===== src/rtl/ecap_pkg.sv =====
package ecap_pkg;
  typedef enum logic [1:0] {
    SEL_NONE = 2'b00,
    SEL_RISE = 2'b01,
    SEL_FALL = 2'b10,
    SEL_BOTH = 2'b11
  } edge_sel_e;

  localparam int CTRL_W = 4;

  // packed MSB first: sel [3:2], ow [1], adc [0]
  typedef struct packed {
    edge_sel_e sel;
    logic      ow;
    logic      adc;
  } ctrl_t;
endpackage


===== src/rtl/ecap_sync_filt.sv =====
module ecap_sync_filt #(
  parameter int SYNC_STAGES = 2,
  parameter int HOLD_TICKS  = 2
) (
  input  logic                 clk_i,
  input  logic                 rst_ni,
  input  logic                 tick_i,
  input  logic                 pin_i,
  input  ecap_pkg::edge_sel_e  sel_i,
  output logic                 edge_o
);
  localparam int HW = 2 * HOLD_TICKS;
  localparam logic [HW-1:0] RISE_PAT = {{HOLD_TICKS{1'b0}}, {HOLD_TICKS{1'b1}}};
  localparam logic [HW-1:0] FALL_PAT = ~RISE_PAT;

  logic [SYNC_STAGES-1:0] sync_q;
  logic [HW-1:0]          hist_q, hist_d;
  logic                   pin_s, rise, fall;

  always_ff @(posedge clk_i or negedge rst_ni) begin
    if (!rst_ni) sync_q <= '0;
    else         sync_q <= {sync_q[SYNC_STAGES-2:0], pin_i};
  end

  assign pin_s  = sync_q[SYNC_STAGES-1];
  assign hist_d = {hist_q[HW-2:0], pin_s};

  always_ff @(posedge clk_i or negedge rst_ni) begin
    if (!rst_ni)     hist_q <= '0;
    else if (tick_i) hist_q <= hist_d;
  end

  assign rise   = tick_i && (hist_d == RISE_PAT);
  assign fall   = tick_i && (hist_d == FALL_PAT);
  assign edge_o = (rise && sel_i[0]) || (fall && sel_i[1]);


  edge_spacing_chk: assert property (@(posedge clk_i) disable iff (!rst_ni)
    edge_o |=> !edge_o);
endmodule


===== src/rtl/ecap_store.sv =====
module ecap_store #(
  parameter int TW = 16
) (
  input  logic          clk_i,
  input  logic          rst_ni,
  input  logic          edge_i,
  input  logic [TW-1:0] timer_i,
  input  logic          rd_i,
  input  logic          ow_i,
  input  logic          adc_en_i,
  output logic [TW-1:0] time_o,
  output logic          valid_o,
  output logic          pend_o,
  output logic          ovr_o,
  output logic          adc_o
);
  logic [TW-1:0] buf_q, time_q;
  logic          buf_full_q, reg_full_q;
  logic          pend_q, ovr_q, adc_q;
  logic          xfer, buf_free, take;

  // read is serviced before the edge
  assign xfer     = buf_full_q && (!reg_full_q || rd_i);
  assign buf_free = !buf_full_q || xfer;
  assign take     = edge_i && (buf_free || ow_i);

  always_ff @(posedge clk_i or negedge rst_ni) begin
    if (!rst_ni) begin
      buf_q      <= '0;
      buf_full_q <= 1'b0;
    end else if (edge_i && buf_free) begin
      buf_q      <= timer_i;
      buf_full_q <= 1'b1;
    end else if (edge_i && ow_i) begin
      buf_q      <= timer_i;
    end else if (xfer) begin
      buf_full_q <= 1'b0;
    end
  end

  always_ff @(posedge clk_i or negedge rst_ni) begin
    if (!rst_ni) begin
      time_q     <= '0;
      reg_full_q <= 1'b0;
    end else if (xfer) begin
      time_q     <= buf_q;
      reg_full_q <= 1'b1;
    end else if (rd_i) begin
      reg_full_q <= 1'b0;
    end
  end

  always_ff @(posedge clk_i or negedge rst_ni) begin
    if (!rst_ni) begin
      pend_q <= 1'b0;
      ovr_q  <= 1'b0;
      adc_q  <= 1'b0;
    end else begin
      pend_q <= xfer;
      ovr_q  <= edge_i && !buf_free;
      adc_q  <= take && adc_en_i;
    end
  end

  assign time_o  = time_q;
  assign valid_o = reg_full_q;
  assign pend_o  = pend_q;
  assign ovr_o   = ovr_q;
  assign adc_o   = adc_q;


  pend_has_data_chk: assert property (@(posedge clk_i) disable iff (!rst_ni)
    pend_q |-> reg_full_q);

  time_hold_chk: assert property (@(posedge clk_i) disable iff (!rst_ni)
    !xfer |=> $stable(time_q));

  no_overwrite_chk: assert property (@(posedge clk_i) disable iff (!rst_ni)
    (edge_i && buf_full_q && !xfer && !ow_i) |=> $stable(buf_q));

  overrun_chk: assert property (@(posedge clk_i) disable iff (!rst_ni)
    (edge_i && buf_full_q && reg_full_q && !rd_i) |=> ovr_q);

  read_first_chk: assert property (@(posedge clk_i) disable iff (!rst_ni)
    (edge_i && rd_i && reg_full_q) |=> (!ovr_q && buf_full_q));
endmodule


===== src/rtl/ecap_channel.sv =====
module ecap_channel #(
  parameter int TW          = 16,
  parameter int SYNC_STAGES = 2,
  parameter int HOLD_TICKS  = 2
) (
  input  logic                        clk_i,
  input  logic                        rst_ni,
  input  logic                        tick_i,
  input  logic                        pin_i,
  input  logic [TW-1:0]               timer_i,
  input  logic                        ctrl_we_i,
  input  logic [ecap_pkg::CTRL_W-1:0] ctrl_wdata_i,
  input  logic                        rd_i,
  output logic [TW-1:0]               time_o,
  output logic                        valid_o,
  output logic                        pend_o,
  output logic                        ovr_o,
  output logic                        adc_start_o
);
  import ecap_pkg::*;

  ctrl_t ctrl_q;
  logic  edge_ev;

  always_ff @(posedge clk_i or negedge rst_ni) begin
    if (!rst_ni)        ctrl_q <= '0;
    else if (ctrl_we_i) ctrl_q <= ctrl_t'(ctrl_wdata_i);
  end

  ecap_sync_filt #(
    .SYNC_STAGES(SYNC_STAGES),
    .HOLD_TICKS (HOLD_TICKS)
  ) u_filt (
    .clk_i (clk_i),
    .rst_ni(rst_ni),
    .tick_i(tick_i),
    .pin_i (pin_i),
    .sel_i (ctrl_q.sel),
    .edge_o(edge_ev)
  );

  ecap_store #(.TW(TW)) u_store (
    .clk_i   (clk_i),
    .rst_ni  (rst_ni),
    .edge_i  (edge_ev),
    .timer_i (timer_i),
    .rd_i    (rd_i),
    .ow_i    (ctrl_q.ow),
    .adc_en_i(ctrl_q.adc),
    .time_o  (time_o),
    .valid_o (valid_o),
    .pend_o  (pend_o),
    .ovr_o   (ovr_o),
    .adc_o   (adc_start_o)
  );
endmodule


===== config.mk =====
export PLATFORM = sky130hd
export DESIGN_NAME = ecap_channel
export DESIGN_NICKNAME = d
export VERILOG_FILES = /design/src/rtl/ecap_pkg.sv /design/src/rtl/ecap_sync_filt.sv /design/src/rtl/ecap_store.sv /design/src/rtl/ecap_channel.sv
export SDC_FILE = /design/constraint.sdc
export NUM_CORES = 1
export LEC_CHECK = 0
export ABC_AREA = 1
export BUFFER_PORTS_ARGS = -buffer_cell sky130_fd_sc_hd__buf_2
export CORE_UTILIZATION = 45
export CTS_CLUSTER_SIZE = 10
export DETAILED_ROUTE_END_ITERATION = 10
export MAX_ROUTING_LAYER = met4
export PLACE_DENSITY = 0.8
export SLEW_MARGIN = 20
export SYNTH_ARGS = -nofsm -noshare
export SYNTH_HDL_FRONTEND = slang
export SYNTH_SLANG_ARGS = --single-unit

===== constraint.sdc =====
create_clock -name clk_i -period 3.2 [get_ports clk_i]
set_clock_uncertainty 0.05 [all_clocks]
set_input_delay 0 -clock clk_i [delete_from_list [all_inputs] [get_ports clk_i]]
set_output_delay 0 -clock clk_i [all_outputs]
set_load 0.01 [all_outputs]

## Word-level counts from Yosys, hierarchy flattened

Cells that the tools add are included.
W data, S select, Z words.

| cells by class | value |
|---|---|
| equality and inequality tests | 3 |
| mux-type cells | 7 |
| reduce and logical (&&, ||, !) cells | 21 |

Operators by type and width:

| cell | count |
|---|---|
| $mux W16 | 2 |
| $logic_and A1 B1 Y1 | 10 |
| $reduce_bool A2 Y1 | 3 |
| $mux W1 | 5 |
| $eq A4 B2 Y1 const B | 1 |
| $eq A4 B4 Y1 const B | 1 |
| $logic_or A1 B1 Y1 | 4 |
| $logic_not A1 Y1 | 3 |
| $ne A2 B1 Y1 const B | 1 |
| $reduce_and A2 Y1 | 1 |

| word-level totals | value |
|---|---|
| register bits | 46 |

## Depth between registers and ports, before layout

Gate-level depths: netlist of run 1.

| logic depth | value |
|---|---|
| word-level depth | 7 |
| mapped depth | 8 |
| depth with buffers taken out | 7 |

## Cells and area by module

From an unflattened synthesis of run 1, not the netlist that was laid out.

| unflattened totals | value |
|---|---|
| cell total of the unflattened synthesis | 195 |
| area, all modules | 1795.5 um^2 |

Modules (own cells, without submodules):

| module | instances | cells an instance | area an instance (um^2) | seq. area each (um^2) |
|---|---|---|---|---|
| ecap_store | 1 | 154 | 1442.6 | 925.9 |
| ecap_sync_filt | 1 | 24 | 203.9 | 125.1 |
| ecap_channel | 1 | 17 | 148.9 | 100.1 |

## Worst setup path after synthesis of run 1

OpenSTA, ideal clock, no wires.

| timing | value |
|---|---|
| kind | register -> register |
| start | register u_store.reg_full_q (netlist: u_store.valid_o) |
| end | register u_store.buf_q[10] |
| setup time | 0.116 ns |
| arrival time | 1.054 ns |
| data required time | 3.034 ns |
| path slack | 1.980 ns |
| cell stages (with the launch flop) | 7 |
| path buffers | 1 |
| clock period less this slack | 1.220 ns |
| cell sequence | dfrtp_1 nand2_1 nor2_1 nand2_2 buf_2 nand3_1 nand2_1 |

| between the ends | value |
|---|---|
| cells in the longest elaborated chain, start to end | 6 |

RTL lines:

| element | RTL line | source |
|---|---|---|
| start, declared | ecap_store.sv:18 | `logic buf_full_q, reg_full_q;` |
| start signal, assigned | ecap_store.sv:44 | `reg_full_q <= 1'b0;` |
| start signal, assigned | ecap_store.sv:47 | `reg_full_q <= 1'b1;` |
| start signal, assigned | ecap_store.sv:49 | `reg_full_q <= 1'b0;` |
| $logic_not A1 Y1 (*) | ecap_store.sv:23 | `assign xfer = buf_full_q && (!reg_full_q \|\| rd_i);` |
| $logic_or A1 B1 Y1 (*) | ecap_store.sv:23 |  |
| $logic_and A1 B1 Y1 (*) | ecap_store.sv:23 |  |
| $logic_or A1 B1 Y1 (*) | ecap_store.sv:24 | `assign buf_free = !buf_full_q \|\| xfer;` |
| $logic_and A1 B1 Y1 (*) | ecap_store.sv:31 | `end else if (edge_i && buf_free) begin` |
| $mux W16 or $reduce_bool A2 Y1 (tied branches) | -- |  |
| end signal, assigned | ecap_store.sv:32 | `buf_q <= timer_i;` |
| end signal, assigned | ecap_store.sv:35 | `buf_q <= timer_i;` |
| end, declared | ecap_store.sv:17 | `logic [TW-1:0] buf_q, time_q;` |

Mark *: on every way between the ends. The rest lies on a longest branch, timed or not.
A chain may end at the register's enable or synchronous reset.

==> reports/qor.csv, run 1 <==
stage,metric,value,unit
status,outcome,completed,
clock_network,CTS root buf,clkbuf_8,
floorplan,core area,3720,sq um
route,antenna violation net count after detailed routing,0,
clock_network,CTS buffer count,5,
critical_path,crit path from,ctrl_wdata_i[0],
yosys,Post-Syn Instances,188,
sta,count of final hold-check violations,0,
place,port bufs,45,
sta,period utilisation layout,54.6,%
critical_path,kind of critical path,in2reg,
floorplan,DIE WIDTH,64.8,um
sta,relative slew slack,62.8,%
floorplan,area of the die,4200,sq um
sta,max-slew violation count,0,
yosys,syn nets,214,
place,Final HPWL DP,2.45,mm
power_and_ir_drop,clock power share,25.4,%
yosys,Avg Inst Size Synth,9.44,sq um
critical_path,Crit. End Element,flop,
clock_network,Resize count post-CTS,0,
place,GPL Wtd Cong,0.845,
global_route,largest net degree at the start of global routing,47,
floorplan,site row count,22,
critical_path,Worst Path Max Fanout,1,
global_route,vias in the first global route,1495,
layout,P&R area growth vs syn,37.4,%
power_and_ir_drop,Seq pwr share,52.2,%
power_and_ir_drop,P_sw,0.000485,W
power_and_ir_drop,VDD IR max,0.299,mV
route,DR vias,1468,
critical_path,capturing point of the worst reg2reg path,u_store.time_o[11],
power_and_ir_drop,Int Power,0.00116,W
global_route,Overall Global Routing Usage,22.6,%
clock_network,clock-pin slew on the worst setup and hold paths,0.08,ns
power_and_ir_drop,Power Density,674,nW/um^2
flow_run,# Max-Cap Violations,0,
global_route,first-pass GRT wire length,6.75,mm
route,total wire length,3.95,mm
route,initial drt markers,88,
clock_network,clk_lat worst skew,0.29,ns
floorplan,Die Ht,64.8,um
global_route,total grt overflow,0,
route,First-pass DRT Iterations,4,
clock_network,H-tree Lvls,2,
power_and_ir_drop,Sw Share,29.5,%
route,vias per cell,4.68,
sta,slew at the pin closest to its max-slew limit,0.557,ns
yosys,Ys Warns,0,
layout,"most common cell after layout, fill and taps aside",nand2_1,
critical_path,crit-path cells,dlygate4sd3_1 -> buf_2 -> nand2_1 -> dlygate4sd3_1 -> o21ai_0 -> dlygate4sd3_1,
route,Residual DRC,0,
worst_hold_path,Hold Crit Class,in2async,
critical_path,arrival time of the worst setup path,1.87,ns
sta,setup TNS,0,ns
layout,final core area utilization,65.6,%
place,placed cell area,2030,sq um
yosys,synthesized area,1780,sq um
floorplan,initial core utilization,47.8,%
global_route,initial antenna violation count,0,
sta,count of final setup violators,0,
yosys,Area contributors post-synth,"dfrtp_1 (65%), nand2_1 (19%), nand3_1 (4.5%)",
floorplan,I/O pin cnt,46,
critical_path,crit-path most repeated cell,dlygate4sd3_1,
layout,Final Cell Area,2440,sq um
yosys,part of the Yosys area used for sequential elements,64.8,%
critical_path,Worst R2R Path Depth,5,
clock_network,clock tree sinks,46,
sta,max frequency,573,MHz
layout,fraction of layout instances using a drive strength above 1,23.7,%
critical_path,worst reg2reg startpoint,u_store.valid_o,
layout,"commonest non-fill, non-tap cells in the layout","nand2_1 (89), dfrtp_1 (46), buf_2 (44)",
power_and_ir_drop,Pwr Total,0.00164,W
yosys,most area-hungry cell type in the Yosys netlist,dfrtp_1,
route,routed len/inst,12.6,um
power_and_ir_drop,combinational share of power,22.4,%
layout,Filler cells,310,
clock_network,CTS tree,yes,
sta,Final min period,1.75,ns
critical_path,"Slowest-stage cell, CP",dlygate4sd3_1,
clock_network,CTS Buffer Depth,2,
yosys,Yosys cell types,17,
yosys,#FFs+latches synth,46,
critical_path,Worst R2R Setup Slack,1.59,ns
layout,Antenna Cells,0,
yosys,post-synth top area share,64.8,%
critical_path,Required @ worst endpoint,3.32,ns
critical_path,"slowest stage delay, CP",0.55,ns
critical_path,Worst Setup Start Kind,input port,
power_and_ir_drop,leakage power,1.36,nW
layout,final net count,291,
sta,RSZ-0062 raised after global routing,false,
logic make-up after synthesis:
kind of cell	after synthesis	synth area share, %
buffers and inverters	18	4.65
flip-flops	46	64.8
multiplexers	2	1.27
AO/OA/AOI/OAI	5	1.41
AND/OR/NAND/NOR	117	27.8
registers in the layout, summed over array words and instances (netlist names):
name and count:
ctrl_q 4, u_filt.hist_q 3, u_filt.sync_q 2, u_store.adc_o 1
u_store.buf_full_q 1, u_store.buf_q 16, u_store.ovr_o 1, u_store.pend_o 1
u_store.time_o 16, u_store.valid_o 1
area by class of cell:
type                       instances  area (sq um)  share of cell area, %
inverter                          13          48.8                   2.00
clock buffer                       5          68.8                   2.82
timing repair buffer              75           528                   21.7
clock inverter                     3          40.0                   1.64
tap                               48          60.1                   2.46
sequential                        46          1150                   47.2
multi-input combinational        124           542                   22.2
stage by stage:
| stage | worst slack (ns) | hold WS [ns] | instances |
|---|---|---|---|
| after global routing | 1.37 | 0.241 | 314 |
| final | 1.45 | 0.191 | 314 |
| after CTS | 1.50 | 0.280 | 314 |
| after global placement | 1.70 | 0.0585 | 276 |
| after detailed placement | 1.60 | 0.0593 | 276 |
| after floorplan | 1.98 | -0.346 | 188 |
critical path, delay by kind of cell:
kind | cells | cell delay, ns
buffers and inverters | 4 | 1.75
AOI/OAI and AO/OA | 1 | 0.07
and+or+nand+nor | 1 | 0.05
per-layer routing:
metal,wire [um],vias up,share of wire (%),global-route usage (%)
li1,-,730,-,-
met1,1630,688,41,25.2
met2,2060,43,52,38.2
met3,175,7,4.4,5.99
met4,82,0,2.1,9.44
met5,0,-,0,-
cells in the mapped netlist:
master,count
inv_2,1
nor2_1,5
inv_1,11
mux2_2,2
a21oi_1,1
nand2_2,2
nand3_2,2
buf_6,1
nand2_1,89
o21ai_0,4
buf_4,1
dfrtp_1,46
buf_2,3
nand3_1,16
nand2_4,2
nor2_2,1
clkinv_1,1
timing repair:
item | 4_1_cts | 5_1_grt
hold buffers | 30 | 0
endpoints found under the hold margin | 71 | 0
setup buffers | 0 | 0
power groups by stage:
stage,clock network [W],logic [W],registers (W)
after floorplan,0,0.000151,0.000890
final,0.000417,0.000369,0.000858
after CTS,0.000429,0.000373,0.000859
after global placement,0,0.000321,0.000864
after global routing,0.000457,0.000426,0.000882
after detailed placement,0,0.000341,0.000869
worst max path at each step:
stage	endpoint	slack, ns
CTS	ctrl_q[0]	1.50
floorplan	u_store.buf_q[10]	1.98
global route	u_store.time_o[11]	1.37
finish	ctrl_q[0]	1.45
global placement	u_store.time_o[6]	1.70
detailed placement	u_store.time_o[11]	1.60
(Power assumes the default switching activity.)
==> run 2, diff against run 1 <==
==> constraint.sdc (replaced) <==
create_clock -name clk_i -period 1.7 [get_ports clk_i]
set_clock_uncertainty 0.05 [all_clocks]
set_input_delay 0 -clock clk_i [delete_from_list [all_inputs] [get_ports clk_i]]
set_output_delay 0 -clock clk_i [all_outputs]
set_load 0.01 [all_outputs]
==> reports/qor.csv, run 2 (synthesis gave the netlist of run 1 again) <==
stage,metric,value,unit
status,outcome,completed,
sta,period utilisation layout,90.2,%
global_route,vias in the first global route,1434,
clock_network,setup repair bufs after CTS,0,
clock_network,H-tree Lvls,2,
place,Placed Instances,278,
critical_path,Worst Path Max Fanout,17,
clock_network,clk_lat worst skew,0.29,ns
route,routed len/inst,12.0,um
critical_path,"Slowest-stage cell, CP",dlygate4sd3_1,
critical_path,"slowest stage delay, CP",0.54,ns
worst_hold_path,Hold Crit Class,in2async,
layout,P&R area growth vs syn,36.5,%
floorplan,core area,3720,sq um
critical_path,crit-path most repeated cell,nand2_1,
route,antenna violation net count after detailed routing,0,
floorplan,area of the die,4200,sq um
clock_network,clock-pin slew on the worst setup and hold paths,0.08,ns
critical_path,Worst R2R Setup Slack,0.26,ns
sta,relative slew slack,62.7,%
global_route,first-pass GRT wire length,6.35,mm
sta,count of final hold-check violations,0,
clock_network,CTS Buffer Depth,2,
floorplan,site row count,22,
route,initial drt markers,94,
floorplan,DIE WIDTH,64.8,um
place,Final HPWL DP,2.42,mm
clock_network,CTS root buf,clkbuf_8,
sta,count of final setup violators,0,
sta,Final min period,1.53,ns
floorplan,initial core utilization,47.8,%
route,total wire length,3.79,mm
global_route,Overall Global Routing Usage,21.3,%
critical_path,Required @ worst endpoint,1.88,ns
sta,Final Hold Slack,0.263,ns
clock_network,CTS buffer count,5,
layout,"commonest non-fill, non-tap cells in the layout","nand2_1 (89), dfrtp_1 (46), buf_2 (45)",
critical_path,Worst Setup Start Kind,input port,
clock_network,clock tree sinks,46,
route,First-pass DRT Iterations,4,
global_route,largest net degree at the start of global routing,47,
critical_path,kind of critical path,in2reg,
layout,"most common cell after layout, fill and taps aside",nand2_1,
place,GPL Wtd Cong,0.791,
power_and_ir_drop,leakage power,1.36,nW
sta,max-slew violation count,0,
floorplan,I/O pin cnt,46,
sta,RSZ-0062 raised after global routing,false,
layout,final net count,292,
route,Residual DRC,0,
critical_path,Crit. End Element,flop,
sta,slew at the pin closest to its max-slew limit,0.559,ns
critical_path,crit-path cells,dlygate4sd3_1 -> buf_2 -> inv_1 -> nand2_1 -> nor2_1 -> nand2_2 -> nand2_4 -> nand2_1 -> nand2_1,
critical_path,arrival time of the worst setup path,1.72,ns
floorplan,Die Ht,64.8,um
route,DR vias,1470,
clock_network,CTS tree,yes,
layout,fraction of layout instances using a drive strength above 1,24.0,%
global_route,total grt overflow,0,
route,vias per cell,4.67,
power_and_ir_drop,Power Density,1220,nW/um^2
layout,final std cells w/o fill,315,
layout,Antenna Cells,0,
place,port bufs,45,
global_route,initial antenna violation count,0,
flow_run,# Max-Cap Violations,0,
sta,max frequency,652,MHz
power_and_ir_drop,Pwr Total,0.00295,W
sta,setup TNS,0,ns
power_and_ir_drop,VDD IR max,0.590,mV
[run 2: changes by cell type in the layout (fill, tap and decap cells not counted), sizes merged]
cell and delta:
dlygate4sd3 -1, bufinv -1, clkbuf +2, clkinv -1, buf +2
[run 2: where the power goes]
group	switching (W)	leakage [nW]	internal, W
Combinational	0.000364	0.717	0.000320
Sequential	0.000175	0.592	0.00143
Clock	0.000339	0.0482	0.000328
[run 2: timing repair]
| item | 4_1_cts | 5_1_grt |
|---|---|---|
| endpoints found under the hold margin | 71 | 0 |
| gates resized for setup | 0 | 0 |
| hold buffers | 29 | 0 |
[run 2: through the flow]
step / util, % / setup slack [ns] / instance area [sq um]
detailed placement: 54.9 / 0.254 / 2040
global route: 65.2 / 0.0670 / 2420
floorplan: - / 0.480 / 1780
finish: 65.2 / 0.167 / 2420
CTS: 65.2 / 0.177 / 2420
global placement: 54.9 / 0.418 / 2040
[run 2: path summary, 6_finish.rpt]
check                                       from           endpoint  cells after the start
worst max register to register   u_store.valid_o   u_store.buf_q[6]                      6
worst min register to register  u_filt.sync_q[0]   u_filt.sync_q[1]                      0
worst min-delay path                      rst_ni  u_store.time_o[2]                      3
min in group clk_i                         pin_i   u_filt.sync_q[0]                      2
worst max-delay path                        rd_i   u_store.buf_q[6]                      9
max in group asynchronous                 rst_ni    u_store.valid_o                      3
[run 2: worst max-delay path, delay by kind of cell]
family | cells | cell delay, ns
buffers and inverters | 3 | 0.72
and+or+nand+nor | 6 | 0.97
[run 2: area by class of cell]
| class | instances | area, sq um |
|---|---|---|
| clock buffers | 7 | 86.3 |
| flip-flops and latches | 46 | 1150 |
| inverters | 13 | 48.8 |
| fillers | 314 | 1290 |
| repair buffers | 76 | 531 |
| well taps | 48 | 60.1 |
| clock inverters | 1 | 5.00 |
| multi-input cells | 124 | 542 |
[run 2: metal layers]
metal / wire, um / GRT usage (%) / vias up
li1: - / - / 736
met1: 1570 / 23.7 / 680
met2: 1950 / 35.7 / 46
met3: 183 / 5.28 / 8
met4: 80 / 10.3 / 0
met5: 0 / - / -
==> run 3, diff against run 2 <==
--- a/config.mk
+++ b/config.mk
@@ -5,7 +5,6 @@
 export SDC_FILE = /design/constraint.sdc
 export NUM_CORES = 1
 export LEC_CHECK = 0
-export ABC_AREA = 1
 export BUFFER_PORTS_ARGS = -buffer_cell sky130_fd_sc_hd__buf_2
 export CORE_UTILIZATION = 45
 export CTS_CLUSTER_SIZE = 10
==> reports/qor.csv, run 3 <==
stage,metric,value,unit
global_route,Overall Global Routing Usage,18.1,%
critical_path,kind of critical path,reg2reg,
layout,P&R area growth vs syn,41.6,%
yosys,most frequent cell after synthesis,dfrtp_1,
worst_hold_path,Hold Crit Class,in2async,
global_route,first-pass GRT wire length,5.42,mm
flow_run,# Max-Cap Violations,0,
route,First-pass DRT Iterations,4,
sta,Final min period,1.61,ns
sta,relative slew slack,65.6,%
route,DR vias,1107,
yosys,most area-hungry cell type in the Yosys netlist,dfrtp_1,
yosys,ys async rst share,100,%
clock_network,CTS root buf,clkbuf_8,
place,Placed Instances,195,
yosys,#FFs+latches synth,46,
yosys,Area contributors post-synth,"dfrtp_1 (65%), mux2_2 (19%), mux2_4 (7.6%)",
place,Final HPWL DP,2.09,mm
place,GPL Wtd Cong,0.647,
yosys,syn nets,128,
power_and_ir_drop,P_sw,0.000839,W
floorplan,area of the die,4200,sq um
route,antenna violation net count after detailed routing,0,
clock_network,CTS tree,yes,
yosys,Post-Syn Instances,102,
floorplan,I/O pin cnt,46,
floorplan,Die Ht,64.8,um
floorplan,core area,3720,sq um
layout,final std cells w/o fill,234,
clock_network,CTS Buffer Depth,2,
clock_network,clk_lat worst skew,0.29,ns
yosys,Post-synth EDFFs,0,
sta,count of final hold-check violations,0,
place,placed cell area,2050,sq um
power_and_ir_drop,Power Density,1390,nW/um^2
power_and_ir_drop,VDD IR max,0.777,mV
yosys,Ys Warns,0,
power_and_ir_drop,combinational share of power,24.2,%
clock_network,clock tree sinks,46,
floorplan,initial core utilization,47.7,%
yosys,top_reg_cell synth,dfrtp_1,
global_route,initial antenna violation count,0,
power_and_ir_drop,Int Power,0.00264,W
yosys,most common library cells after synthesis,"dfrtp_1 (46), mux2_2 (30), mux2_4 (9)",
route,met3 wire length,159,um
floorplan,site row count,22,
route,routed len/inst,13.3,um
route,vias per cell,4.73,
layout,"commonest non-fill, non-tap cells in the layout","dfrtp_1 (46), buf_2 (45), mux2_2 (30)",
yosys,synthesized area,1770,sq um
sta,period utilisation layout,94.7,%
critical_path,Crit. End Element,flop,
floorplan,DIE WIDTH,64.8,um
yosys,part of the Yosys area used for sequential elements,64.9,%
critical_path,arrival time of the worst setup path,1.74,ns
layout,fraction of layout instances using a drive strength above 1,55.4,%
sta,slew at the pin closest to its max-slew limit,0.516,ns
yosys,Avg Inst Size Synth,17.4,sq um
power_and_ir_drop,leakage power,1.27,nW
route,M1 WL,1.32,mm
layout,final core area utilization,67.5,%
power_and_ir_drop,Sw Share,24.1,%
yosys,post-synth top area share,64.9,%
sta,setup TNS,0,ns
yosys,Yosys cell types,17,
clock_network,CTS buffer count,5,
route,total wire length,3.11,mm
route,Residual DRC,0,
layout,final net count,211,
clock_network,H-tree Lvls,2,
critical_path,Required @ worst endpoint,1.83,ns
global_route,vias in the first global route,1195,
place,port bufs,45,
sta,max frequency,621,MHz
route,Highest Signal Layer,met4,
power_and_ir_drop,clock power share,27.7,%
critical_path,Worst Setup Start Kind,flop,
route,Detail Route met2 WL,1.60,mm
global_route,largest net degree at the start of global routing,26,
clock_network,clock-pin slew on the worst setup and hold paths,0.08,ns
layout,Final Cell Area,2510,sq um
sta,max-slew violation count,0,
power_and_ir_drop,Seq pwr share,48.1,%
status,outcome,completed,
layout,Antenna Cells,0,
layout,"most common cell after layout, fill and taps aside",dfrtp_1,
sta,count of final setup violators,0,
global_route,total grt overflow,0,
route,initial drt markers,22,
critical_path,Worst Path Max Fanout,6,
sta,RSZ-0062 raised after global routing,false,
-- run 3: routing by layer --
| layer | vias up | global-route usage (%) |
|---|---|---|
| met4 | 0 | 5.00 |
| met5 | - | - |
| met2 | 35 | 30.5 |
| met1 | 548 | 20.8 |
| li1 | 519 | - |
| met3 | 5 | 5.81 |
-- run 3: worst paths after layout --
kind / from / cells after the start / slack (ns) / endpoint
worst max register to register: u_filt.hist_q[0] / 5 / 0.09 / u_store.buf_q[8]
max in group asynchronous: rst_ni / 3 / 0.78 / ctrl_q[3]
worst min register to register: u_filt.sync_q[0] / 0 / 0.30 / u_filt.sync_q[1]
worst min-delay path: rst_ni / 2 / 0.15 / u_store.time_o[6]
worst max-delay path: u_filt.hist_q[0] / 5 / 0.09 / u_store.buf_q[8]
min in group clk_i: pin_i / 2 / 0.29 / u_filt.sync_q[0]
-- run 3: cell type report --
type,count,area (sq um)
Clock buffer,6,82.6
Inverter,1,3.75
Clock inverter,2,60.1
Sequential cell,46,1150
Fill cell,279,1210
Multi-Input combinational cell,53,593
Tap cell,48,60.1
Timing Repair Buffer,78,559
-- run 3: power by group through the flow --
stage / Sequential (W) / Clock, W / Combinational, W
detailed placement: 0.00169 / 0 / 0.000786
global route: 0.00172 / 0.00105 / 0.000917
floorplan: 0.00173 / 0 / 0.000432
CTS: 0.00167 / 0.000992 / 0.000852
global placement: 0.00166 / 0 / 0.000762
finish: 0.00167 / 0.000964 / 0.000842
-- run 3: cell families after synthesis --
logic type             after synthesis  share of synthesized area, %
buffers and inverters                3                          1.62
flip-flops                          46                          64.9
AO/OA/AOI/OAI                        1                          1.20
multiplexers                        39                          26.7
AND/OR/NAND/NOR                     13                          5.58
-- run 3: worst max-delay path: stages (launching register included) --
cell	delay, ns
dfrtp_1	0.40
and4b_4	0.34
a22oi_4	0.10
nor2_8	0.13
buf_6	0.16
mux2_4	0.31
-- run 3: what timing repair did --
item | 4_1_cts | 5_1_grt
endpoints found under the setup margin | 16 | 1
resized for setup | 0 | 1
setup buffers | 3 | 0
hold buffers | 28 | 0
gates cloned | 0 | 0
hold endpoints to repair | 51 | 0
pin swaps | 1 | 0
-- run 3: per-stage QoR --
stage | hold WS [ns] | setup slack (ns) | total power (W)
floorplan | -0.346 | 0.111 | 0.00216
global placement | -0.0620 | 0.0135 | 0.00243
CTS | 0.163 | 0.0622 | 0.00352
detailed placement | -0.0433 | -0.0517 | 0.00248
global route | 0.201 | 0.0330 | 0.00369
finish | 0.151 | 0.0893 | 0.00348
